[src/rtl/wonce_pkg.sv]
// Shared types for the write-once cache controller.
// Assumes: the bus and snoop command encodings are shared with the rest of the system.
package wonce_pkg;
    typedef enum logic [1:0] {
        LN_INV = 2'd0,
        LN_VAL = 2'd1,
        LN_RSV = 2'd2,
        LN_DRT = 2'd3
    } line_st_e;

    localparam logic [1:0] BC_IDLE  = 2'b00;
    localparam logic [1:0] BC_READ  = 2'b01;
    localparam logic [1:0] BC_WRITE = 2'b10;
    localparam logic [1:0] BC_INVAL = 2'b11;

    typedef enum logic [2:0] {
        FS_IDLE, FS_LOOKUP, FS_FLUSH, FS_FETCH, FS_WTHRU, FS_RESP
    } fsm_e;
endpackage

[src/rtl/wonce_snoop_dec.sv]
// Per-set snoop decoder: from one line's state and tag, and the snooped
// command, works out whether the line changes state and whether it must supply data.
// Assumes: sel is high only when a snoop is valid and indexes this set.
module wonce_snoop_dec
    import wonce_pkg::*;
#(
    parameter int TAG_W = 3
) (
    input  line_st_e           line_st,
    input  logic [TAG_W-1:0]   line_tag,
    input  logic               sel,
    input  logic [1:0]         cmd,
    input  logic [TAG_W-1:0]   snp_tag,
    output logic               upd,
    output line_st_e           nxt_st,
    output logic               supply
);
    logic hit;
    assign hit = sel && (line_st != LN_INV) && (line_tag == snp_tag);

    // decode the coherence reaction to the snooped command
    always_comb begin
        upd    = 1'b0;
        nxt_st = line_st;
        supply = 1'b0;
        if (hit) begin
            if (cmd == BC_READ) begin
                if (line_st == LN_DRT) begin
                    upd = 1'b1; nxt_st = LN_VAL; supply = 1'b1;
                end else if (line_st == LN_RSV) begin
                    upd = 1'b1; nxt_st = LN_VAL;
                end
            end else if (cmd == BC_WRITE || cmd == BC_INVAL) begin
                upd = 1'b1; nxt_st = LN_INV;
            end
        end
    end
endmodule

[src/rtl/wonce_line_store.sv]
// Tag, data and state storage for all sets. It has one lookup port for the
// controller, one write port from the controller, and per-set snoop updates.
// Assumes: the controller never writes a set that a snoop updates in the same
// cycle; if it ever did, the controller write would win.
module wonce_line_store
    import wonce_pkg::*;
#(
    parameter int NUM_SETS = 2,
    parameter int ADDR_W   = 4,
    parameter int DATA_W   = 16,
    localparam int IDX_W   = $clog2(NUM_SETS),
    localparam int TAG_W   = ADDR_W - IDX_W
) (
    input  logic               clk,
    input  logic               rst_n,
    input  logic [IDX_W-1:0]   lk_idx,
    output line_st_e           lk_state,
    output logic [TAG_W-1:0]   lk_tag,
    output logic [DATA_W-1:0]  lk_data,
    input  logic               we,
    input  logic [IDX_W-1:0]   w_idx,
    input  line_st_e           w_state,
    input  logic [TAG_W-1:0]   w_tag,
    input  logic [DATA_W-1:0]  w_data,
    input  logic               snp_valid,
    input  logic [1:0]         snp_cmd,
    input  logic [ADDR_W-1:0]  snp_addr,
    output logic               snp_intervene,
    output logic [DATA_W-1:0]  snp_data
);
    logic [IDX_W-1:0]  snp_idx;
    logic [TAG_W-1:0]  snp_tag;
    line_st_e          st_vec  [NUM_SETS];
    logic [TAG_W-1:0]  tag_vec [NUM_SETS];
    logic [DATA_W-1:0] dat_vec [NUM_SETS];
    logic [NUM_SETS-1:0] sup_vec;

    assign snp_idx = snp_addr[IDX_W-1:0];
    assign snp_tag = snp_addr[ADDR_W-1:IDX_W];

    for (genvar g = 0; g < NUM_SETS; g++) begin : g_set
        localparam logic [IDX_W-1:0] SET_ID = IDX_W'(g);
        line_st_e          st_q;
        logic [TAG_W-1:0]  tag_q;
        logic [DATA_W-1:0] dat_q;
        logic              s_upd;
        line_st_e          s_nxt;
        logic              own_wr;

        assign own_wr = we && (w_idx == SET_ID);

        wonce_snoop_dec #(.TAG_W(TAG_W)) u_dec (
            .line_st (st_q),
            .line_tag(tag_q),
            .sel     (snp_valid && (snp_idx == SET_ID)),
            .cmd     (snp_cmd),
            .snp_tag (snp_tag),
            .upd     (s_upd),
            .nxt_st  (s_nxt),
            .supply  (sup_vec[g])
        );

        // hold one line: controller writes first, snoop updates otherwise
        always_ff @(posedge clk) begin
            if (!rst_n) begin
                st_q  <= LN_INV;
                tag_q <= '0;
                dat_q <= '0;
            end else if (own_wr) begin
                st_q  <= w_state;
                tag_q <= w_tag;
                dat_q <= w_data;
            end else if (s_upd) begin
                st_q  <= s_nxt;
            end
        end

        assign st_vec[g]  = st_q;
        assign tag_vec[g] = tag_q;
        assign dat_vec[g] = dat_q;


        snp_dirty_rd_chk: assert property (@(posedge clk) disable iff (!rst_n)
            (sup_vec[g] && !own_wr) |=> (st_q == LN_VAL));

        snp_kill_chk: assert property (@(posedge clk) disable iff (!rst_n)
            (snp_valid && snp_idx == SET_ID && (snp_cmd == BC_WRITE || snp_cmd == BC_INVAL)
             && st_q != LN_INV && tag_q == snp_tag && !own_wr) |=> (st_q == LN_INV));

        dirty_entry_chk: assert property (@(posedge clk) disable iff (!rst_n)
            (st_q == LN_DRT && $past(st_q) != LN_DRT) |-> ($past(st_q) == LN_RSV));
    end

    assign lk_state      = st_vec[lk_idx];
    assign lk_tag        = tag_vec[lk_idx];
    assign lk_data       = dat_vec[lk_idx];
    assign snp_intervene = |sup_vec;
    assign snp_data      = dat_vec[snp_idx];
endmodule

[src/rtl/wonce_fsm.sv]
// Request controller: takes in one processor request, looks it up, and steps
// through the flush, fetch and write-through bus phases it needs.
// Assumes: the bus grant is a single cycle, and bus_rdata is valid in the granted cycle.
module wonce_fsm
    import wonce_pkg::*;
#(
    parameter int ADDR_W = 4,
    parameter int DATA_W = 16,
    parameter int IDX_W  = 1,
    localparam int TAG_W = ADDR_W - IDX_W
) (
    input  logic               clk,
    input  logic               rst_n,
    input  logic               cpu_rd,
    input  logic               cpu_wr,
    input  logic [ADDR_W-1:0]  cpu_addr,
    input  logic [DATA_W-1:0]  cpu_wdata,
    output logic [DATA_W-1:0]  cpu_rdata,
    output logic               cpu_done,
    output logic               bus_req,
    input  logic               bus_gnt,
    output logic [1:0]         bus_cmd,
    output logic [ADDR_W-1:0]  bus_addr,
    output logic [DATA_W-1:0]  bus_wdata,
    input  logic [DATA_W-1:0]  bus_rdata,
    input  logic               snp_valid,
    input  logic [IDX_W-1:0]   snp_idx,
    output logic [IDX_W-1:0]   lk_idx,
    input  line_st_e           lk_state,
    input  logic [TAG_W-1:0]   lk_tag,
    input  logic [DATA_W-1:0]  lk_data,
    output logic               we,
    output line_st_e           w_state,
    output logic [TAG_W-1:0]   w_tag,
    output logic [DATA_W-1:0]  w_data
);
    fsm_e              st_q, st_d;
    logic              req_wr_q;
    logic [ADDR_W-1:0] req_addr_q;
    logic [DATA_W-1:0] req_wdata_q;
    logic [DATA_W-1:0] rdata_q, rdata_d;
    logic [IDX_W-1:0]  req_idx;
    logic [TAG_W-1:0]  req_tag;
    logic              hit, collide;

    assign req_idx = req_addr_q[IDX_W-1:0];
    assign req_tag = req_addr_q[ADDR_W-1:IDX_W];
    assign lk_idx  = req_idx;
    assign hit     = (lk_state != LN_INV) && (lk_tag == req_tag);
    assign collide = snp_valid && (snp_idx == req_idx);

    // next state, bus drive and line-store write for the current phase
    always_comb begin
        st_d      = st_q;
        rdata_d   = rdata_q;
        we        = 1'b0;
        w_state   = LN_INV;
        w_tag     = req_tag;
        w_data    = req_wdata_q;
        bus_req   = 1'b0;
        bus_cmd   = BC_IDLE;
        bus_addr  = req_addr_q;
        bus_wdata = req_wdata_q;
        case (st_q)
            FS_IDLE:   if (cpu_rd || cpu_wr) st_d = FS_LOOKUP;
            FS_LOOKUP: if (!collide) begin
                if (hit && !req_wr_q) begin
                    rdata_d = lk_data;
                    st_d    = FS_RESP;
                end else if (hit && lk_state == LN_VAL) begin
                    st_d = FS_WTHRU;
                end else if (hit) begin
                    we      = 1'b1;
                    w_state = LN_DRT;
                    st_d    = FS_RESP;
                end else if (lk_state == LN_DRT) begin
                    st_d = FS_FLUSH;
                end else begin
                    st_d = FS_FETCH;
                end
            end
            FS_FLUSH: begin
                if (lk_state != LN_DRT) begin
                    st_d = FS_FETCH;
                end else begin
                    bus_req   = 1'b1;
                    bus_addr  = {lk_tag, req_idx};
                    bus_wdata = lk_data;
                    if (bus_gnt) begin
                        bus_cmd = BC_WRITE;
                        we      = 1'b1;
                        w_state = LN_INV;
                        w_tag   = lk_tag;
                        w_data  = lk_data;
                        st_d    = FS_FETCH;
                    end
                end
            end
            FS_FETCH: begin
                bus_req = 1'b1;
                if (bus_gnt) begin
                    bus_cmd = BC_READ;
                    we      = 1'b1;
                    w_state = LN_VAL;
                    w_data  = bus_rdata;
                    if (req_wr_q) begin
                        st_d = FS_WTHRU;
                    end else begin
                        rdata_d = bus_rdata;
                        st_d    = FS_RESP;
                    end
                end
            end
            FS_WTHRU: begin
                bus_req = 1'b1;
                if (bus_gnt) begin
                    bus_cmd = BC_WRITE;
                    we      = 1'b1;
                    w_state = LN_RSV;
                    st_d    = FS_RESP;
                end
            end
            FS_RESP:  st_d = FS_IDLE;
            default:  st_d = FS_IDLE;
        endcase
    end

    // state register, request capture in idle, and read data holding
    always_ff @(posedge clk) begin
        if (!rst_n) begin
            st_q        <= FS_IDLE;
            req_wr_q    <= 1'b0;
            req_addr_q  <= '0;
            req_wdata_q <= '0;
            rdata_q     <= '0;
        end else begin
            st_q    <= st_d;
            rdata_q <= rdata_d;
            if (st_q == FS_IDLE && (cpu_rd || cpu_wr)) begin
                req_wr_q    <= cpu_wr;
                req_addr_q  <= cpu_addr;
                req_wdata_q <= cpu_wdata;
            end
        end
    end

    assign cpu_done  = (st_q == FS_RESP);
    assign cpu_rdata = rdata_q;


    cmd_grant_chk: assert property (@(posedge clk) disable iff (!rst_n)
        (bus_cmd != BC_IDLE) |-> bus_gnt);

    req_hold_chk: assert property (@(posedge clk) disable iff (!rst_n)
        (bus_req && !bus_gnt && st_q != FS_FLUSH) |=> bus_req);

    done_pulse_chk: assert property (@(posedge clk) disable iff (!rst_n)
        cpu_done |=> !cpu_done);

    read_hit_quiet_chk: assert property (@(posedge clk) disable iff (!rst_n)
        (st_q == FS_LOOKUP && !collide && hit && !req_wr_q) |=> (cpu_done && bus_cmd == BC_IDLE));

    collide_stall_chk: assert property (@(posedge clk) disable iff (!rst_n)
        (st_q == FS_LOOKUP && collide) |=> (st_q == FS_LOOKUP));
endmodule

[src/rtl/wonce_cache_ctrl.sv]
// Top of the write-once snooping cache controller: joins the request
// controller to the line store, which holds the snoop decoders.
// Assumes: an external arbiter never raises bus_gnt in a cycle that carries a
// snoop from another master.
module wonce_cache_ctrl
    import wonce_pkg::*;
#(
    parameter int NUM_SETS = 2,
    parameter int ADDR_W   = 4,
    parameter int DATA_W   = 16
) (
    input  logic               clk,
    input  logic               rst_n,
    input  logic               cpu_rd,
    input  logic               cpu_wr,
    input  logic [ADDR_W-1:0]  cpu_addr,
    input  logic [DATA_W-1:0]  cpu_wdata,
    output logic [DATA_W-1:0]  cpu_rdata,
    output logic               cpu_done,
    output logic               bus_req,
    input  logic               bus_gnt,
    output logic [1:0]         bus_cmd,
    output logic [ADDR_W-1:0]  bus_addr,
    output logic [DATA_W-1:0]  bus_wdata,
    input  logic [DATA_W-1:0]  bus_rdata,
    input  logic               snp_valid,
    input  logic [1:0]         snp_cmd,
    input  logic [ADDR_W-1:0]  snp_addr,
    output logic               snp_intervene,
    output logic [DATA_W-1:0]  snp_data
);
    localparam int IDX_W = $clog2(NUM_SETS);
    localparam int TAG_W = ADDR_W - IDX_W;

    logic [IDX_W-1:0]  lk_idx;
    line_st_e          lk_state;
    logic [TAG_W-1:0]  lk_tag;
    logic [DATA_W-1:0] lk_data;
    logic              we;
    line_st_e          w_state;
    logic [TAG_W-1:0]  w_tag;
    logic [DATA_W-1:0] w_data;

    wonce_fsm #(.ADDR_W(ADDR_W), .DATA_W(DATA_W), .IDX_W(IDX_W)) u_fsm (
        .clk      (clk),
        .rst_n    (rst_n),
        .cpu_rd   (cpu_rd),
        .cpu_wr   (cpu_wr),
        .cpu_addr (cpu_addr),
        .cpu_wdata(cpu_wdata),
        .cpu_rdata(cpu_rdata),
        .cpu_done (cpu_done),
        .bus_req  (bus_req),
        .bus_gnt  (bus_gnt),
        .bus_cmd  (bus_cmd),
        .bus_addr (bus_addr),
        .bus_wdata(bus_wdata),
        .bus_rdata(bus_rdata),
        .snp_valid(snp_valid),
        .snp_idx  (snp_addr[IDX_W-1:0]),
        .lk_idx   (lk_idx),
        .lk_state (lk_state),
        .lk_tag   (lk_tag),
        .lk_data  (lk_data),
        .we       (we),
        .w_state  (w_state),
        .w_tag    (w_tag),
        .w_data   (w_data)
    );

    wonce_line_store #(.NUM_SETS(NUM_SETS), .ADDR_W(ADDR_W), .DATA_W(DATA_W)) u_store (
        .clk          (clk),
        .rst_n        (rst_n),
        .lk_idx       (lk_idx),
        .lk_state     (lk_state),
        .lk_tag       (lk_tag),
        .lk_data      (lk_data),
        .we           (we),
        .w_idx        (lk_idx),
        .w_state      (w_state),
        .w_tag        (w_tag),
        .w_data       (w_data),
        .snp_valid    (snp_valid),
        .snp_cmd      (snp_cmd),
        .snp_addr     (snp_addr),
        .snp_intervene(snp_intervene),
        .snp_data     (snp_data)
    );


    gnt_snoop_excl_chk: assert property (@(posedge clk) disable iff (!rst_n)
        bus_gnt |-> !snp_valid);

    intervene_cmd_chk: assert property (@(posedge clk) disable iff (!rst_n)
        snp_intervene |-> (snp_valid && snp_cmd == BC_READ));
endmodule

[config.mk]
export PLATFORM = sky130hd
export DESIGN_NAME = wonce_cache_ctrl
export DESIGN_NICKNAME = d
export VERILOG_FILES = /design/src/rtl/wonce_pkg.sv /design/src/rtl/wonce_snoop_dec.sv /design/src/rtl/wonce_line_store.sv /design/src/rtl/wonce_fsm.sv /design/src/rtl/wonce_cache_ctrl.sv
export SDC_FILE = /design/constraint.sdc
export NUM_CORES = 1
export LEC_CHECK = 0
export ABC_AREA = 1
export BUFFER_PORTS_ARGS = -buffer_cell sky130_fd_sc_hd__buf_2
export CAP_MARGIN = 30
export CORE_ASPECT_RATIO = 1.4
export CORE_MARGIN = 2
export CORE_UTILIZATION = 29
export CTS_CLUSTER_SIZE = 8
export DETAILED_ROUTE_END_ITERATION = 7
export PLACE_DENSITY = 0.47
export SYNTH_ARGS = -nofsm -noshare
export SYNTH_HDL_FRONTEND = slang
export SYNTH_SLANG_ARGS = --single-unit
[constraint.sdc]
create_clock -name clk -period 2.8 [get_ports clk]
set_input_delay 0.28 -clock clk [delete_from_list [all_inputs] [get_ports clk]]
set_output_delay 0.28 -clock clk [all_outputs]
set_load 0.005 [all_outputs]
### After elaboration in Yosys (flattened, before gate mapping)

Index checks and enable logic that the tools add are counted.

| word-level totals | value |
|---|---|
| output and inout bits | 57 |
| input port bits | 48 |
| register bits after elaboration | 82 |
| word-level logic and storage cells | 164 |

| operators by class | value |
|---|---|
| multiplexer cells | 86 |
| $lt $le $gt $ge | 2 |
| reduce and logical (&&, ||, !) cells | 33 |
| equality and inequality tests | 28 |
| bitwise operators | 4 |

Operators by type and width:

| operator | count |
|---|---|
| two-way mux 16 bit | 15 |
| case mux 16 bit (2 select lines) | 2 |
| two-way mux 3 bit | 15 |
| two-way mux 2 bit | 22 |
| two-way mux 1 bit | 25 |
| nonzero test 2 bit | 8 |
| case mux 3 bit (5 select lines) | 1 |
| == test 2 bit (second input constant) | 7 |
| logical AND 1 bit | 13 |
| case mux 2 bit (3 select lines) | 2 |
| inequality test 2 bit (second input constant) | 5 |
| AND reduction 5 bit | 2 |
| == test 3 bit | 3 |
| two-way mux 4 bit | 2 |
| AND reduction 4 bit | 2 |
| == test 3 x 2 -> 1 bit (second input constant) | 2 |
| == test 3 bit (second input constant) | 2 |
| nonzero test 3 bit | 2 |
| == test 2 x 1 -> 1 bit (second input constant) | 2 |
| greater-or-equal comparator 2 bit (second input constant) | 2 |
| inequality test 2 x 1 -> 1 bit (second input constant) | 2 |
| inequality test 4 x 1 -> 1 bit (second input constant) | 1 |
| inequality test 4 x 3 -> 1 bit (second input constant) | 1 |
| NOT 1 -> 2 bit | 2 |
| other kinds (10) | 13 |

### Longest topological paths before layout

| logic depth | value |
|---|---|
| word-level depth | 14 |
| depth in mapped cells | 17 |
| mapped depth without buffers | 15 |

### Hierarchy

Synthesis repeated with hierarchy kept, for this count alone.

| second synthesis, totals | value |
|---|---|
| cells, all modules | 790 |
| area, all modules | 4835.9 um^2 |

By module, submodules not included:

| module | cells an instance | area an instance (um^2) | sequential area each (um^2) | times used |
|---|---|---|---|---|
| wonce_fsm | 430 | 2543.7 | 800.8 | 1 |
| wonce_line_store | 284 | 1941.9 | 840.8 | 1 |
| wonce_snoop_dec | 38 | 175.2 | 0.0 | 2 |

### Least setup slack after synthesis

No wires, ideal clock.

| timing path | value |
|---|---|
| kind | register to output |
| start | register u_fsm.req_addr_q[0] |
| end | output port bus_wdata[10] |
| required time | 2.520 ns |
| setup slack | 0.986 ns |
| cell stages (with the launch flop) | 11 |
| path buffers | 5 |
| arrival | 1.534 ns |
| cells stage by stage | dfxtp_1 buf_6 buf_12 nand2_2 o21ai_2 nand2_4 nor2_4 buf_4 buf_4 clkbuf_1 o21ai_0 |

| between the ends | value |
|---|---|
| longest elaborated chain between the ends | 7 |
| elaborated cells on any way between the ends | 10 |
| classes of those cells | 1 x eq/ne; 8 x mux; 1 x bitwise |

Ends and longest elaborated chain:

| what | line | RTL |
|---|---|---|
| start, declared | wonce_fsm.sv:39 | `logic [ADDR_W-1:0] req_addr_q;` |
| start signal, assigned | wonce_fsm.sv:141 | `req_addr_q <= cpu_addr;` |
| NOT 1 -> 2 bit (not written as such) * | wonce_line_store.sv:94, wonce_line_store.sv:96 |  |
| two-way mux 2 bit (not written as such) (3 in series) | wonce_line_store.sv:94 | `assign lk_state = st_vec[lk_idx];` |
| inequality test 2 bit | wonce_fsm.sv:83 | `if (lk_state != LN_DRT) begin` |
| two-way mux 16 bit * | wonce_fsm.sv:83 |  |
| two-way mux 16 bit * | wonce_fsm.sv:64 | `case (st_q)` |
| end, declared | wonce_cache_ctrl.sv:24 | `output logic [DATA_W-1:0] bus_wdata,` |

Mark *: on every way between the ends. The rest lies on a longest branch, timed or not. The select of a mux whose other input is x is not followed.

### Final worst setup path

| timing path | value |
|---|---|
| start | register u_fsm.req_addr_q[0] |
| end | output port bus_wdata[4] |

The elaborated chain is that of the path after synthesis.

==> impl_summary.md <==
Final layout
The number of nets in the layout is 870. The multi-input combinational cells in the finished layout cover a total of 0.00253 mm2. The number of filler cells placed in the layout is 1,815.

The layout overhead on the synthesized area is 19.0%. The number of diodes is 0. The register area is 0.00164 mm2. Cells with a size suffix above 1 make up 19.7% of the layout.

Yosys
The number of warnings printed during yosys synthesis is 0. The count of state elements after synthesis is 82. In the synthesized netlist, the cells that appear most often are nand2_1, nor2_1, o21ai_0.

Yosys attributes the largest share of cell area to dfxtp_1, nand2_1, o21ai_0. In this run the cell area of the synthesized design comes to about 0.0047 mm2. After synthesis, the largest area contributor takes up approximately a third of total cell area. The most used flip-flop cell after synthesis is dfxtp_1.

Counting flops with an async set or reset pin after synthesis yields a share of 0%. The number of flops mapped to enable cells by yosys is 0. By instance count, the leading cell after synthesis is nand2_1. Each instance of the synthesized netlist takes up on average 6.33 um2. The unique cell type count in the Yosys netlist is 34. Summed over all instances, the cell type with the most area after synthesis is dfxtp_1.

The number of standard cells after synthesis is 737. The sequential share of the synthesized area is a little over a third. Synthesis produced a netlist with a net count of between 700 and 800.

Power
Summed over all cells, the static leakage comes to approximately 2.6 nW. For this design the ratio of total power to cell area is 779 mW/mm2. The maximum vdd drop is 0.275 mV.

STA
The final-report max-slew violation count is 0. The clock arrives with a little over 0.008 ns of skew. Setup violations remaining at the end of the flow were counted as 0.

The final period demand of the worst path is 2.48 ns. Setup repair after global routing left no endpoint under its margin. The maximum operating frequency is 0.403 GHz. For the final routed database, the setup TNS stands at 0 ns. The final-report hold violation count is 0. The post-route fraction of the period consumed by the critical path is approximately nine tenths.

The tightest slew margin relative to the limit is 44.8%. At the pin with the least slew margin, the transition time is just over 0.8 ns. The setup slack after layout is 0.318 ns.

Global route
The first global-routing pass estimated approximately 25,000 um of wire. The via count of the first global-routing pass is 4,582. For this run the aggregate overflow at the end of global routing stands at 0. The maximum number of pins on one net before global-route repair is 60. The number of antenna violations at the first check in global routing came to 0. The combined global-route utilization of all metal layers is 18.3%.

Worst setup path
The largest driver fanout on the critical path is 26. For the worst setup path, the data arrival time is about 2.2 ns. The type of element launching the critical path is a register.

The endpoint kind of the worst setup timing path is an output pin. The critical path starts at u_fsm.req_addr_q[0]$_SDFFE_PN0P_. The destination of the critical timing path is bus_wdata[4].

By startpoint and endpoint, the worst setup path is classified as reg2out. The worst setup slack for register-to-register paths is 0.50 ns. For the worst setup path, the data required time is 2.52 ns. The cell count of the worst reg-to-reg path is 9.

The capture instance of the worst register-to-register path is u_fsm.cpu_rdata[7]$_SDFFE_PN0P_. In this run the critical register-to-register path is launched from u_fsm.st_q[2]$_SDFFE_PN0P_.

Detailed routing
The number of remaining DRC errors is 0. The detailed router finished its first iteration with 269 violations. The via-per-instance ratio is 4.67. For this block, the routed nets add up to around 16,000 um of wire. The final route contains approximately 4,800 vias. The number of detailed-route iterations in the first pass is 4. The detail route stage leaves a number of antenna-violating nets equal to 0.

After detailed routing, the average wire length per cell comes to 15.3 um.

Floorplan
The top-level I/O count is 105. The floorplan row count is 54. The floorplan step set the die width to 111 um. The die outline area is 0.0171 mm2. The standard cell core area is ~0.016 mm2.

Once the floorplan was initialized, standard cells occupied 29.8% of the core. In this run the vertical extent of the chip is around 150 um.

Status
The flow ran to the end, and the final reports show no timing, DRC or antenna violations.

Run
The tool flagged a number of max-cap violations equal to 0.

Clock network
After clock tree synthesis, the clock-pin slew on the worst setup and hold paths is 0.06 ns. The number of hold buffers added after CTS was 0. At the later pin of the worst-skew pair, clock insertion delay measures 0.35 ns.

The tree built by TritonCTS fans out to about 80 sinks. The clock tree synthesis step divided the H-tree into 3 levels. The cell sitting at the root of the clock tree is a clkbuf_16. Counting the buffers created by CTS gives 9.

The CTS tree is built. The clock passes through at most 2 buffers.

Placement
OpenSTA, run right after detailed placement, puts the worst setup slack at ~0.44 ns. Input and output buffers added on the ports amount to between 100 and 150. Once detailed placement completed, the half-perimeter wirelength came to 11,600 um.

The final RePlAce weighted congestion is 0.834.

Hold path
The worst hold path belongs to the class in2reg.
## sequential cells by signal (all words and copies together), names as in the netlist
signal,count
u_fsm.cpu_rdata,16
u_fsm.req_addr_q,4
u_fsm.req_wdata_q,16
u_fsm.req_wr_q,1
u_fsm.st_q,3
u_store.g_set.dat_q,32
u_store.g_set.st_q,4
u_store.g_set.tag_q,6
## metal layers
metal	up-vias	global-route usage, %	share of wire (%)
met5	-	0	0
met4	0	7.23	2.3
met3	19	3.74	4.8
met2	122	33.3	52
met1	2122	20.9	41
li1	2513	-	-
## how the worst min path moves through the flow
stage | from | endpoint | slack, ns | depth (start not counted)
2_1_floorplan | cpu_wr | u_fsm.req_wr_q$_SDFFE_PN0P_ | 0.43 | 2
3_3_place_gp | u_fsm.cpu_rdata[3]$_SDFFE_PN0P_ | u_fsm.cpu_rdata[3]$_SDFFE_PN0P_ | 0.45 | 2
3_5_place_dp | u_fsm.cpu_rdata[5]$_SDFFE_PN0P_ | u_fsm.cpu_rdata[5]$_SDFFE_PN0P_ | 0.45 | 2
4_1_cts | cpu_wr | u_fsm.req_wr_q$_SDFFE_PN0P_ | 0.19 | 3
5_1_grt | cpu_wr | u_fsm.req_wr_q$_SDFFE_PN0P_ | 0.22 | 3
6_report | cpu_wr | u_fsm.req_wr_q$_SDFFE_PN0P_ | 0.19 | 3
## repair_timing
item	4_1_cts	5_1_grt
endpoints found under the hold margin	0	0
endpoints found under the setup margin	0	3
gates resized for setup	0	1
setup buffers	0	0
## cell usage in the layout (no fill, tap or decap), types with 10 or more instances in the layout
| master | n |
|---|---|
| buf_2 | 104 |
| inv_1 | 56 |
| dfxtp_1 | 81 |
| o21ai_0 | 86 |
| a22oi_1 | 14 |
| nand2_1 | 237 |
| a21oi_1 | 46 |
| nor2_1 | 94 |
| nand2_2 | 10 |
| nand3_1 | 30 |
## cell type report
type / instances / share of cell area [%]
multi-input combinational: 553 / 45.5
sequential: 82 / 29.6
timing repair buffer: 113 / 10.6
inverter: 63 / 4.58
tap: 196 / 4.42
clock buffer: 11 / 4.37
clock inverter: 4 / 0.924
## per-stage QoR
stage | hold WS (ns) | power, mW | std cells | cell area [um2] | utilization (%)
after floorplan | 0.427 | 2.62 | 737 | 4670 | -
after global placement | 0.447 | 3.16 | 1007 | 5260 | 33.5
after detailed placement | 0.453 | 3.15 | 1007 | 5260 | 33.5
after CTS | 0.186 | 4.38 | 1022 | 5550 | 35.4
after global routing | 0.217 | 4.63 | 1022 | 5550 | 35.4
final | 0.187 | 4.32 | 1022 | 5550 | 35.4
## power by group
| part | internal (mW) | switching [mW] |
|---|---|---|
| logic | 0.519 | 1.08 |
| registers | 1.36 | 0.144 |
| clock network | 0.712 | 0.502 |
## critical path: stages (launching register included)
cell     delay (ns)
dfxtp_2        0.40
o21ai_2        0.31
nand2_4        0.09
nor2_4         0.27
buf_4          0.34
nand2_1        0.11
o21ai_0        0.15
buf_2          0.17
## cells by family (layout without fill, tap and decap cells)
logic type | count (synthesis) | in the layout | share of synthesized area [%]
flip-flops | 82 | 82 | 35.2
AO/OA/AOI/OAI | 154 | 154 | 17.8
buffers and inverters | 102 | 191 | 10.6
AND/OR/NAND/NOR | 393 | 393 | 35.3
XOR/XNOR | 6 | 6 | 1.13
Power figures use the tool's default switching activity.
